`config.mk`:
```
export PLATFORM = sky130hd
export DESIGN_NAME = thresh_parity
export DESIGN_NICKNAME = d
export VERILOG_FILES = /design/src/rtl/tpar_pkg.sv /design/src/rtl/tpar_popcnt.sv /design/src/rtl/tpar_gate.sv /design/src/rtl/thresh_parity.sv
export SDC_FILE = /design/constraint.sdc
export NUM_CORES = 1
export LEC_CHECK = 0
export BUFFER_PORTS_ARGS = -buffer_cell sky130_fd_sc_hd__buf_2
export CAP_MARGIN = 20
export CORE_MARGIN = 5
export CORE_UTILIZATION = 63
export DETAILED_ROUTE_END_ITERATION = 16
export GPL_ROUTABILITY_DRIVEN = 0
export PLACE_DENSITY = 0.94
export SYNTH_ARGS = -nofsm -noshare
export SYNTH_HDL_FRONTEND = slang
export SYNTH_SLANG_ARGS = --single-unit
```
`constraint.sdc`:
```
create_clock -name vclk -period 32.4
set_input_delay 8.1 -clock vclk [all_inputs]
set_output_delay 8.1 -clock vclk [all_outputs]
set_load 0.02 [all_outputs]
```
`src/rtl/tpar_pkg.sv`:
```
package tpar_pkg;

   // Number of gates needed for n inputs.
   function automatic int gate_count(input int n);
      return $clog2(n + 1);
   endfunction

   // Firing limit of gate j in a chain of k gates.
   function automatic int gate_limit(input int k, input int j);
      return (2 ** k) - 1 - (2 ** j);
   endfunction

endpackage

```
`src/rtl/tpar_popcnt.sv`:
```
module tpar_popcnt #(
   parameter int W  = 15,
   parameter int SW = 5
) (
   input  logic [W-1:0]  din,
   output logic [SW-1:0] cnt
);
   if (SW < $clog2(W + 1)) begin : g_bad_width
      $error("tpar_popcnt: count width too small");
   end

   always_comb begin
      cnt = '0;
      for (int b = 0; b < W; b++) begin
         cnt = cnt + SW'(din[b]);
      end
   end
endmodule

```
`src/rtl/tpar_gate.sv`:
```
module tpar_gate
   import tpar_pkg::*;
#(
   parameter int K  = 4,
   parameter int J  = 0,
   parameter int SW = 5
) (
   input  logic [SW-1:0] in_cnt,
   input  logic [K-1:0]  upper,
   output logic          le
);
   localparam int LIMIT = gate_limit(K, J);

   if (J < 0 || J >= K) begin : g_bad_index
      $error("tpar_gate: gate index out of range");
   end

   logic [SW-1:0] wsum;

   always_comb begin
      wsum = in_cnt;
      for (int i = J + 1; i < K; i++) begin
         if (upper[i]) begin
            wsum = wsum + (SW'(1) << i);
         end
      end
      le = (wsum <= SW'(LIMIT));
   end
endmodule

```
`src/rtl/thresh_parity.sv`:
```
module thresh_parity
   import tpar_pkg::*;
#(
   parameter int  N_IN        = 15,
   parameter bit  SHARE_COUNT = 1'b1,
   localparam int K           = gate_count(N_IN)
) (
   input  logic [N_IN-1:0] data_i,
   input  logic            flip_i,
   output logic            parity_o,
   output logic [K-1:0]    cnt_n_o
);
   localparam int PADW = (2 ** K) - 1;
   localparam int SW   = K + 1;

   if (N_IN < 1) begin : g_bad_n
      $error("thresh_parity: N_IN must be at least 1");
   end
   if (K > 20) begin : g_bad_k
      $error("thresh_parity: too many inputs");
   end

   logic [PADW-1:0] padded;
   assign padded = PADW'(data_i);

   logic [SW-1:0] shared_cnt;

   if (SHARE_COUNT) begin : g_shared
      tpar_popcnt #(.W(PADW), .SW(SW)) u_cnt (
         .din (padded),
         .cnt (shared_cnt)
      );
   end else begin : g_no_shared
      assign shared_cnt = '0;
   end

   for (genvar j = K - 1; j >= 0; j--) begin : g_st
      logic [K-1:0]  hi;
      logic [K-1:0]  hi_out;
      logic [SW-1:0] c;
      logic          q;

      if (j == K - 1) begin : g_top
         assign hi = '0;
      end else begin : g_link
         assign hi = g_st[j+1].hi_out;
      end

      if (SHARE_COUNT) begin : g_use_shared
         assign c = shared_cnt;
      end else begin : g_own
         tpar_popcnt #(.W(PADW), .SW(SW)) u_cnt (
            .din (padded),
            .cnt (c)
         );
      end

      tpar_gate #(.K(K), .J(j), .SW(SW)) u_gate (
         .in_cnt (c),
         .upper  (hi),
         .le     (q)
      );

      assign hi_out = hi | (K'(q) << j);
   end

   assign cnt_n_o  = g_st[0].hi_out;
   assign parity_o = ~g_st[0].q ^ flip_i;
endmodule

```
==> results.txt <==
The final routed DRC violation total came out at 0. The sequential standard cell area is 0 um2. The DRC violation total after the first TritonRoute iteration came out at 60. The final count of negative-setup-slack endpoints is 0. In this run the standard cell core region covers 1510 um2. The slowest stage of the critical path belongs to the cell sky130_fd_sc_hd__o21ai_1. STA classifies the critical path endpoint as an output port. The synthesized design spends more area on one cell type than any other, namely sky130_fd_sc_hd__fa_1.

In the global route stage, overall resource usage came out at 0.197. The number of antenna violations at the first check in global routing is 0. The sequential-to-total area share from yosys stat is 0. The worst endpoint data arrival time is 14550 ps. The class of the most critical hold timing path is input port to output port. The peak fanout along the critical path is 13. The post-route fraction of the period consumed by the critical path is 0.699. The top cell type's share of synthesized area came out at 0.180. The run finished with clean final reports.

The number of hold violations in the final report is 0. The accumulated negative setup slack came out at 0 ps. The number of vias per cell after detailed routing came out at 6.18. Counting the clock-network buffers in the layout gives 0. The count of warnings emitted by yosys came out at 0. The worst pin sits at a relative slew slack of 0.374. The number of global-route vias before repair is 1006. The total iterations of the first detailed-routing run is 4. The count of flip-flops and latches is 0. The net count reported at finish is 184. After layout, the minimum clock period comes to 22650 ps.

Gates resized during post-CTS repair numbered 0. The die area is 2490 um2. STA classifies the critical path startpoint as an input port.

Entering global routing, the biggest net connects 14 pins. The remaining number of nets flagged by the antenna check after routing came out at 0. The HPWL reported at the end of detailed placement is 2.03 mm.

The largest single stage delay on the critical path is 720 ps. After clock tree synthesis, the flow added hold-fix buffers numbering 0. The most common cell after layout, fill and taps aside is sky130_fd_sc_hd__inv_1.

The mapped netlist covers 1000 um2. The number of max-cap violations came out at 0. The number of port buffers came out at 21.

The post-synthesis net count came out at 166. Averaged over all synthesized cells, the footprint is 7.70 um2. The max-slew violation total from the final report is 0. The per-cell routed wire length came out at 14.3 um. During I/O placement, the number of pins put on the boundary was 21. Setup repair after global routing left no endpoint under its margin. The worst endpoint required time is 24300 ps. The diode insertion count for antenna repair came out at 0.

For this block, the via count after detailed routing is 1001. The post-CTS setup buffer count came out at 0. The total overflow left after global routing is 0. Synthesis produced a netlist whose cell count is 130.

The top achievable clock speed is 44.2 MHz. At the pin with the least slew margin, the transition time is 932 ps. The floorplan step set the die height to 49.9 um. The worst setup path is of the input port to output port kind. The final wirelength came out at 2.32 mm. The number of library cell types mapped by synthesis is 41. By area the synthesized netlist is led by sky130_fd_sc_hd__fa_1, sky130_fd_sc_hd__ha_1, sky130_fd_sc_hd__inv_1. Compared with the post-synthesis result, the final layout area differs by 9.00%.

The starting density of the core is 0.664. The ratio of cells with drive above 1 in the final layout is 0.233. The first global-routing pass estimated 4.08 mm of wire. The cell that appears most often on the critical path is sky130_fd_sc_hd__fa_1. The library cells used most frequently in the layout, excluding fill and tap cells, are sky130_fd_sc_hd__inv_1, sky130_fd_sc_hd__buf_2, sky130_fd_sc_hd__ha_1, sky130_fd_sc_hd__fa_1, sky130_fd_sc_hd__nand3_1. Traced cell by cell, the critical path runs through buf_2, ha_1, inv_1, fa_1, fa_1, fa_1, fa_1, inv_1, ha_1, inv_1, fa_1, nor2b_1, o21ai_1, ha_1, nand2_1, a211oi_4, a21oi_2, or3_4, or3_1, o31ai_1, nand3_1, o21ai_2, xnor2_1, buf_2. The floorplan step set the die width to 49.9 um. The placement row count came out at 14.
## area by class of cell
class / count / area (um2)
inverter: 27 / 104
timing repair buffer: 21 / 105
multi-input combinational: 98 / 862
fill: 105 / 415
tap: 16 / 20.0
## layer usage
layer  vias up  share of wire  global-route usage
li1        476              -                   -
met1       462           0.38               0.230
met2        50           0.52               0.381
met3        13          0.067             0.00904
met4         0          0.033              0.0480
met5         -              0                   0
## metrics by stage
step / cell area [um2] / hold slack (ps) / std cells / util / setup slack [ps]
floorplan: 1000 / 16340 / 130 / - / 10580
global placement: 1090 / 16490 / 162 / 0.724 / 10090
detailed placement: 1090 / 16490 / 162 / 0.724 / 9820
CTS: 1090 / 16490 / 162 / 0.724 / 9800
global route: 1090 / 16500 / 162 / 0.724 / 9370
finish: 1090 / 16490 / 162 / 0.724 / 9750
## critical path: cells and delay by family
kind,cells,cell delay [ps]
AOI/OAI and AO/OA,5,1670
adders and majority gates,8,2980
xor gates and xnor gates,1,130
buffers and inverters,5,470
and+or+nand+nor,5,1200
## synthesized netlist by cell type, types with 2 or more instances
library cell	number
sky130_fd_sc_hd__fa_1	9
sky130_fd_sc_hd__and2_1	4
sky130_fd_sc_hd__nand3_1	8
sky130_fd_sc_hd__xnor2_2	2
sky130_fd_sc_hd__o21ai_0	5
sky130_fd_sc_hd__o31ai_1	2
sky130_fd_sc_hd__nor2_1	6
sky130_fd_sc_hd__a21oi_1	6
sky130_fd_sc_hd__nor3_1	2
sky130_fd_sc_hd__buf_4	4
sky130_fd_sc_hd__or3_1	2
sky130_fd_sc_hd__mux2i_1	3
sky130_fd_sc_hd__o211ai_1	4
sky130_fd_sc_hd__nor2b_1	5
sky130_fd_sc_hd__ha_1	11
sky130_fd_sc_hd__nand2_1	7
sky130_fd_sc_hd__nand4_1	2
sky130_fd_sc_hd__inv_1	25
## cells by family after synthesis
family          Yosys count  synth area share
simple gates             39             0.206
buf+inv                  32             0.139
compound gates           31             0.244
fa+ha+maj                21             0.329
mux                       4            0.0413
xor+xnor                  3            0.0413
## final timing paths
path | from | endpoint | depth (start not counted)
setup / recovery | data_i[0] | parity_o | 24
hold / removal | flip_i | parity_o | 3
Power is not shown: default switching activity piles up to over one toggle a cycle in this logic, so the estimate is an artifact.
